### config.mk
export PLATFORM = sky130hd
export DESIGN_NAME = mpkt_reasm
export DESIGN_NICKNAME = d
export VERILOG_FILES = /design/src/rtl/mpr_pkg.sv /design/src/rtl/mpr_ctl.sv /design/src/rtl/mpr_dp.sv /design/src/rtl/mpkt_reasm.sv
export SDC_FILE = /design/constraint.sdc
export NUM_CORES = 1
export LEC_CHECK = 0
export BUFFER_PORTS_ARGS = -buffer_cell sky130_fd_sc_hd__buf_4
export CAP_MARGIN = 10
export CORE_MARGIN = 3
export CORE_UTILIZATION = 60
export CTS_BUF_LIST = sky130_fd_sc_hd__clkbuf_8
export CTS_CLUSTER_DIAMETER = 120
export DETAILED_ROUTE_END_ITERATION = 16
export PLACE_DENSITY = 0.81
export SLEW_MARGIN = 30
export SYNTH_ARGS = -nofsm -noshare
export SYNTH_HDL_FRONTEND = slang
export SYNTH_HIERARCHICAL = 1
export SYNTH_SLANG_ARGS = --single-unit
### constraint.sdc
create_clock -name clk -period 2.5 [get_ports clk]
set_input_delay 0.25 -clock clk [delete_from_list [all_inputs] [get_ports clk]]
set_output_delay 0.25 -clock clk [all_outputs]
set_load 0.005 [all_outputs]
### src/rtl/mpr_pkg.sv
package mpr_pkg;
  localparam int STREAM_W = 2;
  localparam int LANE_W   = 24;

  typedef struct packed {
    logic                load;
    logic                startPkt;
    logic                lastWord;
    logic [STREAM_W-1:0] streamId;
    logic [LANE_W-1:0]   payload;
  } ctlStrobe_t;
endpackage

### src/rtl/mpr_ctl.sv
module mpr_ctl
  import mpr_pkg::*;
#(
  parameter int NUM_STREAMS   = 4,
  parameter int WORDS_PER_PKT = 63
) (
  input  logic                   clk,
  input  logic                   rstN,
  input  logic                   inValid,
  input  logic [31:0]            inWord,
  output ctlStrobe_t             strobe,
  output logic [NUM_STREAMS-1:0] lossPulse,
  output logic [NUM_STREAMS-1:0] ovflPulse
);
  localparam int POS_W = $clog2(WORDS_PER_PKT);
  localparam logic [POS_W-1:0] LAST_POS = POS_W'(WORDS_PER_PKT - 1);

  logic [POS_W-1:0]       posQ   [NUM_STREAMS];
  logic [2:0]             seqQ   [NUM_STREAMS];
  logic [NUM_STREAMS-1:0] refOkQ;

  logic [2:0]          tag;
  logic [2:0]          rxSeq;
  logic                sof;
  logic                ovf;
  logic                tagOk;
  logic [STREAM_W-1:0] sid;
  logic [POS_W-1:0]    curPos;
  logic [2:0]          curSeq;
  logic                curRefOk;
  logic [POS_W-1:0]    effPos;
  logic                accept;
  logic                isLast;
  logic                seqBad;
  logic [NUM_STREAMS-1:0] lossNext;
  logic [NUM_STREAMS-1:0] ovflNext;

  assign tag   = inWord[31:29];
  assign rxSeq = inWord[28:26];
  assign sof   = inWord[25];
  assign ovf   = inWord[24];
  assign tagOk = (tag != 3'd0) && (tag <= 3'(NUM_STREAMS));
  assign sid   = STREAM_W'(tag - 3'd1);

  always_comb begin
    curPos   = '0;
    curSeq   = '0;
    curRefOk = 1'b0;
    for (int i = 0; i < NUM_STREAMS; i++) begin
      if (tagOk && sid == STREAM_W'(i)) begin
        curPos   = posQ[i];
        curSeq   = seqQ[i];
        curRefOk = refOkQ[i];
      end
    end
  end

  assign effPos = sof ? '0 : curPos;
  assign accept = inValid && tagOk && (sof || curPos != '0);
  assign isLast = (effPos == LAST_POS);
  assign seqBad = curRefOk && (rxSeq != curSeq + 3'd1);

  always_comb begin
    strobe.load     = accept;
    strobe.startPkt = (effPos == '0);
    strobe.lastWord = isLast;
    strobe.streamId = sid;
    strobe.payload  = inWord[23:0];
  end

  always_comb begin
    for (int i = 0; i < NUM_STREAMS; i++) begin
      lossNext[i] = accept && (sid == STREAM_W'(i)) && seqBad;
      ovflNext[i] = accept && (sid == STREAM_W'(i)) && ovf;
    end
  end

  always_ff @(posedge clk or negedge rstN) begin
    if (!rstN) begin
      lossPulse <= '0;
      ovflPulse <= '0;
    end else begin
      lossPulse <= lossNext;
      ovflPulse <= ovflNext;
    end
  end

  for (genvar g = 0; g < NUM_STREAMS; g++) begin : gStream
    always_ff @(posedge clk or negedge rstN) begin
      if (!rstN) begin
        posQ[g]   <= '0;
        seqQ[g]   <= '0;
        refOkQ[g] <= 1'b0;
      end else if (accept && sid == STREAM_W'(g)) begin
        posQ[g]   <= isLast ? '0 : effPos + POS_W'(1);
        seqQ[g]   <= rxSeq;
        refOkQ[g] <= 1'b1;
      end
    end

    AST_POS_HAS_REF: assert property (@(posedge clk) disable iff (!rstN)
      (posQ[g] != '0) |-> refOkQ[g]);
  end

  AST_LOSS_ONEHOT: assert property (@(posedge clk) disable iff (!rstN)
    $onehot0(lossPulse));
  AST_OVFL_FROM_FLAG: assert property (@(posedge clk) disable iff (!rstN)
    (ovflPulse != '0) |-> $past(inValid && inWord[24]));
  AST_BADTAG_QUIET: assert property (@(posedge clk) disable iff (!rstN)
    (inValid && !tagOk) |=> (lossPulse == '0 && ovflPulse == '0));
endmodule

### src/rtl/mpr_dp.sv
module mpr_dp
  import mpr_pkg::*;
(
  input  logic                clk,
  input  logic                rstN,
  input  ctlStrobe_t          strobe,
  output logic                outValid,
  output logic [7:0]          outByte,
  output logic                outStart,
  output logic                outEnd,
  output logic [STREAM_W-1:0] outStream
);
  logic [1:0]  remain;
  logic [15:0] hold;
  logic        lastFlag;

  always_ff @(posedge clk or negedge rstN) begin
    if (!rstN) begin
      remain    <= '0;
      hold      <= '0;
      lastFlag  <= 1'b0;
      outValid  <= 1'b0;
      outByte   <= '0;
      outStart  <= 1'b0;
      outEnd    <= 1'b0;
      outStream <= '0;
    end else if (strobe.load) begin
      outValid  <= 1'b1;
      outByte   <= strobe.payload[23:16];
      outStart  <= strobe.startPkt;
      outEnd    <= 1'b0;
      outStream <= strobe.streamId;
      hold      <= strobe.payload[15:0];
      remain    <= strobe.lastWord ? 2'd1 : 2'd2;
      lastFlag  <= strobe.lastWord;
    end else if (remain != 2'd0) begin
      outValid  <= 1'b1;
      outByte   <= hold[15:8];
      outStart  <= 1'b0;
      outEnd    <= (remain == 2'd1) && lastFlag;
      hold      <= {hold[7:0], 8'd0};
      remain    <= remain - 2'd1;
    end else begin
      outValid  <= 1'b0;
      outStart  <= 1'b0;
      outEnd    <= 1'b0;
    end
  end

  AST_LOAD_IDLE: assert property (@(posedge clk) disable iff (!rstN)
    strobe.load |-> (remain == 2'd0));
  AST_END_NOT_START: assert property (@(posedge clk) disable iff (!rstN)
    outEnd |-> (outValid && !outStart));
  AST_START_FROM_LOAD: assert property (@(posedge clk) disable iff (!rstN)
    outStart |-> $past(strobe.load && strobe.startPkt));
endmodule

### src/rtl/mpkt_reasm.sv
module mpkt_reasm
  import mpr_pkg::*;
#(
  parameter int NUM_STREAMS   = 4,
  parameter int WORDS_PER_PKT = 63
) (
  input  logic                   clk,
  input  logic                   rstN,
  input  logic                   inValid,
  input  logic [31:0]            inWord,
  output logic                   outValid,
  output logic [7:0]             outByte,
  output logic                   outStart,
  output logic                   outEnd,
  output logic [STREAM_W-1:0]    outStream,
  output logic [NUM_STREAMS-1:0] lossPulse,
  output logic [NUM_STREAMS-1:0] ovflPulse
);
  ctlStrobe_t strobe;

  mpr_ctl #(
    .NUM_STREAMS  (NUM_STREAMS),
    .WORDS_PER_PKT(WORDS_PER_PKT)
  ) u_ctl (
    .clk      (clk),
    .rstN     (rstN),
    .inValid  (inValid),
    .inWord   (inWord),
    .strobe   (strobe),
    .lossPulse(lossPulse),
    .ovflPulse(ovflPulse)
  );

  mpr_dp u_dp (
    .clk      (clk),
    .rstN     (rstN),
    .strobe   (strobe),
    .outValid (outValid),
    .outByte  (outByte),
    .outStart (outStart),
    .outEnd   (outEnd),
    .outStream(outStream)
  );

  AST_PULSE_WITH_BYTE: assert property (@(posedge clk) disable iff (!rstN)
    (lossPulse != '0 || ovflPulse != '0) |-> (outValid && $past(inValid)));
endmodule

# Word level (Yosys, flattened, before mapping)
# Cells that the tools add are included.
# W data, S select, Z words.
# totals
register_bits	80
input_bits	35
out_inout_bits	21
# classes
add_sub_neg	4
magnitude_cmp	1
eq_ne	6
n_mux	26
n_reduce_logical	28
# op_table
op	count
$mux W6	6
$mux W16	2
$logic_and A1 B1 Y1	21
$mux W8	2
$mux W3	4
$mux W1	9
$add A6 B1 Y6 const B	1
$eq A6 B6 Y1 const B	1
$logic_not A6 Y1	1
$mux W2	3
$reduce_bool A6 Y1	1
$eq A2 B1 Y1 const B	2
$eq A2 B2 Y1 const B	2
$reduce_bool A2 Y1	2
$sub A2 B1 Y2 const B	2
$add A3 B1 Y3 const B	1
$le A3 B3 Y1 const B	1
$ne A3 B3 Y1	1
$reduce_bool A3 Y1	1
$logic_not A2 Y1	1
$logic_or A1 B1 Y1	1

# Longest topological paths before layout
# Gate-level depths: netlist of the first run.
# logic_depth
depth_word	12
depth_mapped	15

# Hierarchy
# Netlist of the first run, hierarchy kept.
# modules_own_cells
mod	n_inst	cells_each	area_each_um2	seq_area_each_um2
mpr_ctl	1	259	2851.5	1201.2
mpr_dp	1	130	1400.1	800.8

# Least setup slack after synthesis of the first run
# OpenSTA, ideal clock, no wires.
# synth_path
kind	input to register
start	input port inWord[29]
end	register u_dp.hold[0]
t_arrival_ns	2.509
required_ns	2.366
setup_slack_ns	-0.144
cell_stages	15
path_buffers	6
cell_sequence	inv_1 ha_1 buf_2 buf_6 nor2_2 o211ai_2 a221oi_4 o2111ai_4 and3_4 buf_6 buf_4 buf_2 buf_2 nand2_1 o21ai_0
# synth_via
elab_chain_cells	11
elab_cells_between_ends	22
# synth_lines
item	line_no	rtl
start, declared	mpkt_reasm.sv:10	input logic [31:0] inWord,
$sub A2 B1 Y2 (tied with other cells)	mpr_ctl.sv:43	assign sid = STREAM_W'(tag - 3'd1);
$logic_not A2 Y1 / $logic_and A1 B1 Y1 (equally long branches)	mpr_ctl.sv:50, mpr_ctl.sv:42	
$logic_and A1 B1 Y1	mpr_ctl.sv:50	if (tagOk && sid == STREAM_W'(i)) begin
$mux W6 (4 in a row)	mpr_ctl.sv:50	
$reduce_bool A6 Y1	mpr_ctl.sv:59	assign accept = inValid && tagOk && (sof || curPos != '0);
$logic_or A1 B1 Y1	mpr_ctl.sv:59	
$logic_and A1 B1 Y1 *	mpr_ctl.sv:59	
net u_ctl.accept	mpr_ctl.sv:32	logic accept;
$mux W16 / $reduce_bool A2 Y1 (equally long branches)	n/a	
end signal, assigned	mpr_dp.sv:33	hold <= strobe.payload[15:0];
end signal, assigned	mpr_dp.sv:41	hold <= {hold[7:0], 8'd0};
end, declared	mpr_dp.sv:14	logic [15:0] hold;
# The timed path passes the listed nets; every way through them passes the cells marked *.
# A chain may end at the register's enable or synchronous reset.

==> results of run 1 <==
state kept, by name, summed over array words and instances, names as in the netlist:
signal	flops
u_dp/hold	16
u_ctl/ovflPulse	4
u_dp/outByte	8
u_ctl/seqQ	12
u_dp/remain	2
u_ctl/posQ	24
u_dp/outStart	1
u_ctl/lossPulse	4
u_dp/outEnd	1
u_dp/lastFlag	1
u_dp/outValid	1
u_ctl/refOkQ	4
u_dp/outStream	2
final cells by class:
class | instances | area, sq um | area share (%)
Tap cell | 96 | 120 | 2.36
Sequential cell | 80 | 2000 | 39.3
Clock inverter | 7 | 136 | 2.68
Inverter | 12 | 45.0 | 0.884
Clock buffer | 9 | 124 | 2.43
Multi-Input combinational cell | 249 | 1930 | 37.8
Timing Repair Buffer | 96 | 739 | 14.5
how the worst max path moves through the flow:
stage	startpoint	end	slack, ns	depth (start not counted)
after global placement	inWord[30]	u_ctl/posQ[9]	-0.21	11
after detailed placement	inWord[30]	u_ctl/posQ[22]	-0.26	13
after global routing	inWord[30]	u_ctl/posQ[10]	-0.02	13
after CTS	inWord[30]	u_ctl/posQ[22]	0.05	13
after floorplan	inWord[29]	u_dp/remain[1]	-0.01	11
final	inWord[29]	u_ctl/posQ[22]	0.13	14
Yosys cell counts (all sizes together), types with 2 or more instances:
library cell / instances / area (sq um)
a211o: 2 / 17.5
a211oi: 7 / 52.6
a21oi: 7 / 35.0
a221oi: 5 / 67.6
a32o: 4 / 40.0
and2: 4 / 25.0
and3: 10 / 67.6
buf: 45 / 343
clkbuf: 3 / 11.3
dfrtp: 80 / 2000
ha: 11 / 138
inv: 12 / 45.0
mux2: 34 / 383
mux2i: 16 / 160
nand2: 48 / 190
nand2b: 5 / 31.3
nand3: 5 / 25.0
nand3b: 5 / 37.5
nor2: 16 / 62.6
nor2b: 11 / 68.8
nor3: 2 / 15.0
nor3b: 3 / 27.5
nor4b: 2 / 23.8
o211ai: 3 / 27.5
o21ai: 29 / 145
o21bai: 3 / 26.3
o31ai: 2 / 15.0
xnor2: 4 / 35.0
xor2: 3 / 33.8
what timing repair did:
action | in CTS | in global routing
setup endpoints to repair | 0 | 27
hold endpoints to repair | 0 | 80
hold buffers | 0 | 1
resized for setup | 0 | 5
cell families (layout without fill, tap and decap cells):
group / count (synthesis) / after routing
and+or+nand+nor: 112 / 112
DFF: 80 / 80
AOI/OAI and AO/OA: 69 / 69
buffers and inverters: 60 / 124
muxes: 50 / 50
adders and majority gates: 11 / 11
xor gates and xnor gates: 7 / 7
placed cells by master, fill, tap and decap left out, types with 3 or more instances in the layout:
| cell type | count |
|---|---|
| o21ai_1 | 12 |
| clkbuf_8 | 9 |
| ha_1 | 9 |
| nand2_1 | 44 |
| nand3_1 | 4 |
| bufinv_16 | 4 |
| nand2b_1 | 5 |
| nand2_2 | 4 |
| mux2_2 | 34 |
| a21oi_1 | 7 |
| inv_1 | 14 |
| o21ai_0 | 16 |
| a221oi_1 | 3 |
| a32o_1 | 4 |
| xnor2_1 | 4 |
| nand3b_1 | 5 |
| nor2b_1 | 11 |
| buf_4 | 93 |
| dfrtp_1 | 80 |
| a211oi_1 | 5 |
| and2_1 | 4 |
| mux2i_1 | 16 |
| and3_1 | 8 |
| nor2_1 | 15 |
power groups by stage:
stage / clock network, mW / logic [mW] / registers [mW]
after floorplan: 0 / 0.735 / 1.71
after global placement: 0 / 0.992 / 1.72
after detailed placement: 0 / 1.02 / 1.74
after CTS: 1.24 / 1.03 / 1.72
after global routing: 1.31 / 1.14 / 1.75
final: 1.23 / 1.03 / 1.72
stage by stage:
stage / instance area [sq um] / setup slack [ns] / utilization [%] / setup TNS [ns]
floorplan: 4320 / -0.0101 / - / -0.0657
global placement: 4800 / -0.215 / 70.2 / -6.85
detailed placement: 4800 / -0.255 / 70.2 / -11.11
CTS: 5060 / 0.0498 / 74.0 / 0
global route: 5090 / -0.0171 / 74.6 / -0.0596
finish: 5090 / 0.131 / 74.6 / 0
routing by layer:
metal | global-route usage [%] | share of wire, % | up-vias
met1 | 30.9 | 44 | 1502
met4 | 8.42 | 1.3 | 0
met2 | 36.6 | 50 | 79
met5 | 0 | 0 | -
met3 | 4.18 | 4.7 | 9
li1 | - | - | 1447
tightest hold or removal path: stages:
cell and delay, ns:
buf_4 0.07, nand2_1 0.04, o21ai_0 0.05
==> impl_metrics.json, run 1 <==
{
  "vdd_drop_max_v": 0.000460,
  "drive_above_1_share_pct": 37.1,
  "setup_viol": 0,
  "num_antenna_cells": 0,
  "rsz0062_at_grt": "yes",
  "wl_um": 8700,
  "initial_core_util_pct": 62.2,
  "comb_power_share_pct": 26.0,
  "grt_max_degree": 81,
  "die_area_sq_um": 8130,
  "synthAdderAreaFrac_pct": 3.24,
  "muxShareOfSynthArea_pct": 12.8,
  "rr_endpoint": "u_ctl/posQ[22]",
  "avgViaCountPerCell": 5.53,
  "path_cells": "buf_4 -> inv_1 -> buf_4 -> ha_1 -> buf_4 -> o21ai_0 -> and3_4 -> inv_1 -> ha_1 -> a41oi_1 -> nor2_1 -> o32ai_1 -> buf_4 -> mux2_2",
  "path_clk_slew_ns": 0.09,
  "synth_xor_area_share_pct": 1.62,
  "fp.dieH_um": 90.2,
  "hold_depth": 3,
  "reg2reg_slack_ns": 0.29,
  "switching_share_pct": 27.8,
  "final_cell_count_no_fill": 549,
  "worstPathMaxFanout": 8,
  "antenna_found_initial": 0,
  "post-cts-setup-buffer-count": 0,
  "drc": 0,
  "syn_to_final_growth_pct": 19.8,
  "cp_common_cell": "buf_4",
  "start_kind": "primary input",
  "synth_top_family_by_area": "simple AND/OR/NAND/NOR gates",
  "grt_usage_pct": 22.7,
  "synth_cells": 389,
  "hold_viol_final": 0,
  "slew_violations": 0,
  "ant_nets": 0,
  "fin_worst_skew_ns": 0.0146,
  "r2r_start": "u_ctl/posQ[13]",
  "yosysSeqAreaShare_pct": 47.1,
  "fin_crit_ns": 2.37,
  "cellPowerDensity_nw_per_um2": 781,
  "cp_data_required_time_ns": 2.79,
  "ys.flop_type": "dfrtp_1",
  "cts-root-buf": "clkbuf_8",
  "via_count": 3037,
  "ys_ff_latch": 80,
  "slowest_delay_ns": 0.30,
  "internal_power_mw": 2.87,
  "cts_sinks": 80,
  "holdWs_ns": 0.0876,
  "grt_pass1_wl_um": 14900,
  "cts_buffer_depth": 2,
  "io_buffers": 55,
  "synth_cell_types": 52,
  "synth.cell_area_sq_um": 4250,
  "io_pins": 56,
  "post-route-period-util_pct": 94.8,
  "cp_num_buf_inv": 6,
  "p_clk_share_pct": 30.8,
  "worst_pin_slew_ns": 0.713,
  "min_to": "u_dp/hold[11]",
  "overflow": 0,
  "p_total_mw": 3.98,
  "wl_per_cell_um": 15.8,
  "outcome": "finished clean",
  "layout.nets": 494,
  "drv_cap": 0,
  "fillers": 472,
  "synth-simple-area-share_pct": 13.7,
  "syn_nets": 435,
  "grt_pass1_vias": 3075,
  "worst_path_max_delay_cell": "o21ai_0",
  "hold_start": "inWord[11]",
  "fmax_mhz": 422,
  "hp-class": "in -> reg",
  "post_synth.cell_area_avg_sq_um": 10.9,
  "leakage_nw": 2.35,
  "dp_hpwl_um": 5920,
  "crit_family": "compound AO/OA/AOI/OAI gates",
  "cts_tree": "built",
  "ys_warn_count": 6,
  "numCtsBuffers": 9,
  "core_area_sq_um": 6830,
  "synth_edf_count": 0,
  "first_iter_violations": 237,
  "slew_headroom_pct": 52.5,
  "seq_power_share_pct": 43.2,
  "critPathCaptureType": "flop",
  "synth_compound_area_share_pct": 12.2,
  "path_class": "in -> reg",
  "crit_arrival_ns": 2.66,
  "switchingPower_mw": 1.11,
  "routabilityCongestion": 0.866,
  "row_count": 30,
  "drt-pass1-iter-count": 4,
  "die_w_um": 90.2,
  "cts.htree.levels": 3,
  "placedCellCount": 532,
  "reg2reg_depth": 9,
  "synthArstFlopShare_pct": 100,
  "clkLatencyLatePin_ns": 0.36
}
(Power assumes the default switching activity.)
==> run 2, diff against run 1 <==
==> constraint.sdc (replaced) <==
create_clock -name clk -period 2.4 [get_ports clk]
set_input_delay 0.24 -clock clk [delete_from_list [all_inputs] [get_ports clk]]
set_output_delay 0.24 -clock clk [all_outputs]
set_load 0.005 [all_outputs]
==> impl_metrics.json, run 2 (synthesis results as in run 1) <==
{
  "outcome": "finished with violations",
  "violations": "setup timing",
  "overflow": 0,
  "worstPathMaxFanout": 13,
  "via_count": 3068,
  "syn_to_final_growth_pct": 21.8,
  "routabilityCongestion": 0.873,
  "avgViaCountPerCell": 5.53,
  "layout.nets": 500,
  "slew_headroom_pct": 53.3,
  "numCtsBuffers": 9,
  "first_iter_violations": 154,
  "largest_register_ffs": 24,
  "multi_input_area_sq_um": 1990,
  "drt-pass1-iter-count": 4,
  "hp-class": "in -> reg",
  "clkLatencyLatePin_ns": 0.36,
  "crit_arrival_ns": 2.66,
  "drc": 0,
  "fmax_mhz": 413,
  "cts.htree.levels": 3,
  "fin_crit_ns": 2.42,
  "final_common_cell": "buf_4",
  "cts_tree": "built",
  "wl_per_cell_um": 16.2,
  "grt_usage_pct": 22.7,
  "cts-root-buf": "clkbuf_8",
  "die_w_um": 90.2,
  "antenna_found_initial": 0,
  "fin_ws_ns": -0.0195,
  "ant_nets": 0,
  "utilization_pct": 75.8,
  "core_area_sq_um": 6830,
  "top_register": "u_ctl/posQ",
  "wl_um": 8980,
  "hold_viol_final": 0,
  "worst_pin_slew_ns": 0.700,
  "cts_buffer_depth": 2,
  "dp_hpwl_um": 6230,
  "start_kind": "primary input",
  "row_count": 30,
  "drv_cap": 0,
  "holdWs_ns": 0.0837,
  "initial_core_util_pct": 62.2,
  "fillers": 463,
  "slew_violations": 0,
  "io_pins": 56,
  "vdd_drop_max_v": 0.000449,
  "grt_max_degree": 81,
  "rsz0062_at_grt": "yes",
  "cellPowerDensity_nw_per_um2": 789,
  "grt_pass1_vias": 3160,
  "grt_pass1_wl_um": 14800,
  "path_class": "in -> reg",
  "critPathCaptureType": "flop",
  "cts_sinks": 80,
  "final_cell_mix": "buf_4, dfrtp_1, nand2_1, mux2_2",
  "fp.dieH_um": 90.2,
  "cp_data_required_time_ns": 2.64,
  "fin_worst_skew_ns": 0.00921,
  "die_area_sq_um": 8130,
  "regArea_sq_um": 2000,
  "path_clk_slew_ns": 0.08,
  "post-route-period-util_pct": 101,
  "largest_registers": "u_ctl/posQ (24), u_dp/hold (16), u_ctl/seqQ (12)",
  "num_antenna_cells": 0,
  "drive_above_1_share_pct": 39.9,
  "io_buffers": 55,
  "setup_viol": 10,
  "leakage_nw": 2.36
}
-- run 2: changes by cell type in the layout (fill, tap and decap cells not counted), moves of 2 or more --
cell	before	now
ha_1	9	6
a21oi_2	0	3
clkinvlp_4	0	3
nand2_2	4	2
inv_1	14	10
ha_4	0	4
buf_4	93	99
nand2_4	0	2
a21oi_1	7	4
-- run 2: path summary, 6_finish.rpt --
path | to | cells after the start | slack (ns) | from
setup / recovery | u_ctl/posQ[22] | 11 | -0.02 | inWord[29]
setup reg to reg | u_ctl/posQ[22] | 8 | 0.05 | u_ctl/posQ[14]
hold / removal | u_dp/hold[5] | 3 | 0.08 | inWord[5]
min in group asynchronous | u_ctl/refOkQ[0] | 2 | 0.48 | rstN
hold reg to reg | u_ctl/refOkQ[1] | 1 | 0.47 | u_ctl/refOkQ[1]
max in group asynchronous | u_ctl/seqQ[2] | 2 | 1.45 | rstN
-- run 2: report_power, final --
group / internal [mW] / leakage (nW) / switching (mW) / total (mW)
sequential: 1.63 / 1.02 / 0.155 / 1.79
clock: 0.692 / 0.119 / 0.506 / 1.20
combinational: 0.576 / 1.22 / 0.524 / 1.10
-- run 2: metal layers --
metal	global-route usage, %	wire [um]	up-vias	part of all wire (%)
met5	0	0	-	0
met3	4.52	474	15	5.3
li1	-	-	1458	-
met4	9.95	197	0	2.2
met1	28.8	3770	1510	42
met2	38.0	4540	85	51
-- run 2: what timing repair did --
action                                 CTS  global route
hold buffers                             0             1
endpoints found under the hold margin    0            80
setup endpoints to repair                0            45
buffers inserted                         0             4
gates resized for setup                  0            13
-- run 2: stage by stage --
step           instances  setup WS [ns]  setup TNS [ns]  cell area, sq um  power, mW
2_1_floorplan        389        -0.0641           -1.32              4350       2.55
3_3_place_gp         534         -0.320          -12.23              4820       2.83
3_5_place_dp         534         -0.378          -16.75              4820       2.89
4_1_cts              550        0.00871               0              5070       4.09
5_1_grt              555         -0.144           -2.45              5180       4.31
6_report             555        -0.0195          -0.142              5180       4.09
-- run 2: worst max-delay path, stage by stage --
cell and delay, ns:
buf_4 0.11, clkinvlp_4 0.17, ha_4 0.27, a211oi_1 0.37
a211oi_1 0.15, buf_4 0.18, o21ai_2 0.18, o2111ai_4 0.15
buf_4 0.19, nand2_2 0.26, mux2_2 0.38
-- run 2: layout make-up --
cell class              count  area share [%]
flip-flops and latches     80            38.7
well taps                  96            2.32
repair buffers            102            14.9
clock inverters             7            2.32
multi-input cells         249            38.4
inverters                  12            1.01
clock buffers               9            2.39
==> run 3, diff against run 2 <==
--- a/config.mk
+++ b/config.mk
@@ -5,6 +5,7 @@
 export SDC_FILE = /design/constraint.sdc
 export NUM_CORES = 1
 export LEC_CHECK = 0
+export ABC_AREA = 1
 export BUFFER_PORTS_ARGS = -buffer_cell sky130_fd_sc_hd__buf_4
 export CAP_MARGIN = 10
 export CORE_MARGIN = 3
@@ -12,7 +13,8 @@
 export CTS_BUF_LIST = sky130_fd_sc_hd__clkbuf_8
 export CTS_CLUSTER_DIAMETER = 120
 export DETAILED_ROUTE_END_ITERATION = 16
-export PLACE_DENSITY = 0.81
+export GPL_TIMING_DRIVEN = 1
+export PLACE_DENSITY = 0.82
 export SLEW_MARGIN = 30
 export SYNTH_ARGS = -nofsm -noshare
 export SYNTH_HDL_FRONTEND = slang
==> impl_metrics.json, run 3 <==
{
  "outcome": "finished clean",
  "yosysSeqAreaShare_pct": 47.2,
  "fp.dieH_um": 90.1,
  "switching_share_pct": 31.5,
  "drc": 0,
  "grt_pass1_wl_um": 16100,
  "rsz0062_at_grt": "no",
  "largest_registers": "u_ctl/posQ (24), u_dp/hold (16), u_ctl/seqQ (12)",
  "hp-class": "in -> reg",
  "cp_common_cell": "nand2_1",
  "syn_to_final_growth_pct": 15.8,
  "hold_depth": 3,
  "core_area_sq_um": 6830,
  "grt_max_degree": 81,
  "crit_family": "simple AND/OR/NAND/NOR gates",
  "ys_warn_count": 6,
  "layout.nets": 615,
  "top_register": "u_ctl/posQ",
  "die_area_sq_um": 8110,
  "internal_power_mw": 2.55,
  "path_class": "in -> reg",
  "yosys-top-cells-area": "dfrtp_1, nand2_1, nand3_1",
  "worstPathMaxFanout": 7,
  "leakage_nw": 2.63,
  "min_to": "u_dp/hold[2]",
  "p_total_mw": 3.72,
  "comb_power_share_pct": 26.4,
  "grt_use_met3_pct": 4.85,
  "drt-pass1-iter-count": 4,
  "drv_cap": 0,
  "syn_nets": 561,
  "reg2reg_depth": 15,
  "initial_core_util_pct": 62.1,
  "seq_power_share_pct": 47.1,
  "worst_path_max_delay_cell": "nand3_1",
  "synth.cell_area_sq_um": 4240,
  "critPathCaptureType": "flop",
  "fin_ws_ns": 0.238,
  "start_kind": "primary input",
  "grt.busiest_layer": "met2",
  "rr_endpoint": "u_dp/hold[4]",
  "dp_hpwl_um": 6700,
  "cts_buffer_depth": 2,
  "wl_um": 9270,
  "antenna_found_initial": 0,
  "met2_usage_pct": 37.1,
  "fin_worst_skew_ns": 0.00973,
  "cellPowerDensity_nw_per_um2": 757,
  "crit_arrival_ns": 2.44,
  "io_pins": 56,
  "synth_top_area_share_pct": 47.2,
  "cts_resized": 0,
  "hold_start": "inWord[2]",
  "cts-root-buf": "clkbuf_8",
  "grt_pass1_vias": 3430,
  "yosysMostFrequentCell": "nand2_1",
  "wl_per_cell_um": 13.8,
  "cp_num_buf_inv": 5,
  "num_antenna_cells": 0,
  "hold_viol_final": 0,
  "holdBufCountCts": 1,
  "ys_ff_latch": 80,
  "overflow": 0,
  "largest_register_ffs": 24,
  "cp_data_required_time_ns": 2.68,
  "met1_usage_pct": 34.5,
  "routabilityCongestion": 0.881,
  "ant_nets": 0,
  "post_synth.cell_area_avg_sq_um": 8.24,
  "avgViaCountPerCell": 5.18,
  "p_clk_share_pct": 26.5,
  "drive_above_1_share_pct": 23.3,
  "dp_worst_setup_slack_ns": -0.110,
  "first_iter_violations": 238,
  "synth_cells": 515,
  "die_w_um": 90.1,
  "numCtsBuffers": 9,
  "post-cts-setup-buffer-count": 0,
  "path_cells": "buf_4 -> inv_1 -> ha_1 -> inv_1 -> nand2_1 -> nand2_4 -> nor2_8 -> nand2_1 -> nand2_1 -> inv_1 -> nand2_1 -> nand2_2 -> nand2_2 -> inv_1 -> ha_1 -> nand2_1 -> nor2_1 -> nand2_1 -> nand3_1 -> o21ai_0",
  "slew_violations": 0,
  "final_cell_mix": "nand2_1, buf_4, dfrtp_1, nand3_1, inv_1",
  "synthArstFlopShare_pct": 100,
  "grt_usage_pct": 24.5,
  "setup_viol": 0,
  "row_count": 30,
  "fmax_mhz": 462,
  "cts_sinks": 80,
  "stdcell_area_sq_um": 4910,
  "post-route-period-util_pct": 90.1,
  "cts_tree": "built",
  "crit_cells": 20,
  "ys.flop_type": "dfrtp_1",
  "final_common_cell": "nand2_1",
  "r2r_start": "u_ctl/posQ[20]",
  "slowest_delay_ns": 0.22,
  "slew_headroom_pct": 72.0,
  "yosysTopAreaCell": "dfrtp_1",
  "via_count": 3469,
  "synth_edf_count": 0,
  "synth_cell_types": 29,
  "ys_top_cells_by_count": "nand2_1, dfrtp_1, nand3_1",
  "reg2reg_slack_ns": 0.53,
  "vdd_drop_max_v": 0.000480,
  "fillers": 540,
  "placed_cell_area_sq_um": 4710,
  "switchingPower_mw": 1.17,
  "fin_crit_ns": 2.16,
  "io_buffers": 55,
  "path_clk_slew_ns": 0.07,
  "worst_pin_slew_ns": 0.419,
  "clkLatencyLatePin_ns": 0.36,
  "cts.htree.levels": 3,
  "utilization_pct": 71.9
}
[run 3: per-layer routing]
layer,part of all wire [%],up-vias
met5,0,-
met4,2.3,0
met3,5.4,18
met2,46,96
met1,47,1651
li1,-,1704
[run 3: layout make-up]
type | instances | area (sq um) | share of cell area [%]
well taps | 96 | 120 | 2.44
inverters | 49 | 184 | 3.74
clock buffers | 10 | 138 | 2.80
clock inverters | 6 | 60.1 | 1.22
multi-input cells | 340 | 1690 | 34.4
repair buffers | 89 | 721 | 14.7
flip-flops and latches | 80 | 2000 | 40.7
[run 3: how the worst max path moves through the flow]
stage,from,endpoint,slack [ns]
floorplan,inWord[29],u_dp/outByte[1],0.19
global placement,inWord[29],u_ctl/posQ[17],-0.008
detailed placement,inWord[29],u_ctl/posQ[17],-0.11
CTS,inWord[29],u_dp/hold[4],0.26
global route,inWord[29],u_dp/hold[7],0.01
finish,inWord[29],u_ctl/posQ[23],0.24
[run 3: kinds of logic (layout without fill, tap and decap cells)]
family / Yosys count / after routing / synth area share, %
and+or+nand+nor: 277 / 277 / 29.7
buffers and inverters: 95 / 154 / 13.0
DFF: 80 / 80 / 47.2
AOI/OAI and AO/OA: 49 / 49 / 6.19
adders and majority gates: 11 / 11 / 3.24
xor gates and xnor gates: 3 / 3 / 0.620
[run 3: worst reg2reg max path: stages, from the launching register on]
cell	delay, ns
dfrtp_1	0.36
nand4_1	0.11
nand3_1	0.08
nand2_1	0.07
nand2_2	0.10
clkinv_1	0.06
nand2_1	0.05
nor2_1	0.04
nand2_2	0.07
nand2_1	0.06
nor2_2	0.22
inv_2	0.14
nand2_1	0.14
inv_2	0.11
nand2_1	0.09
nand2_1	0.06
[run 3: power groups by stage]
stage / logic, mW / registers [mW] / clock network, mW
after CTS: 0.985 / 1.75 / 1.00
after global placement: 0.940 / 1.76 / 0
after detailed placement: 0.981 / 1.77 / 0
after global routing: 1.11 / 1.78 / 1.06
after floorplan: 0.618 / 1.74 / 0
final: 0.983 / 1.75 / 0.984
[run 3: per-stage QoR]
step / std cells / hold WS (ns) / TNS (ns)
floorplan: 515 / -0.0556 / 0
global placement: 653 / 0.289 / -0.0132
detailed placement: 653 / 0.294 / -2.33
CTS: 670 / 0.0738 / 0
global route: 670 / 0.0772 / 0
finish: 670 / 0.0846 / 0
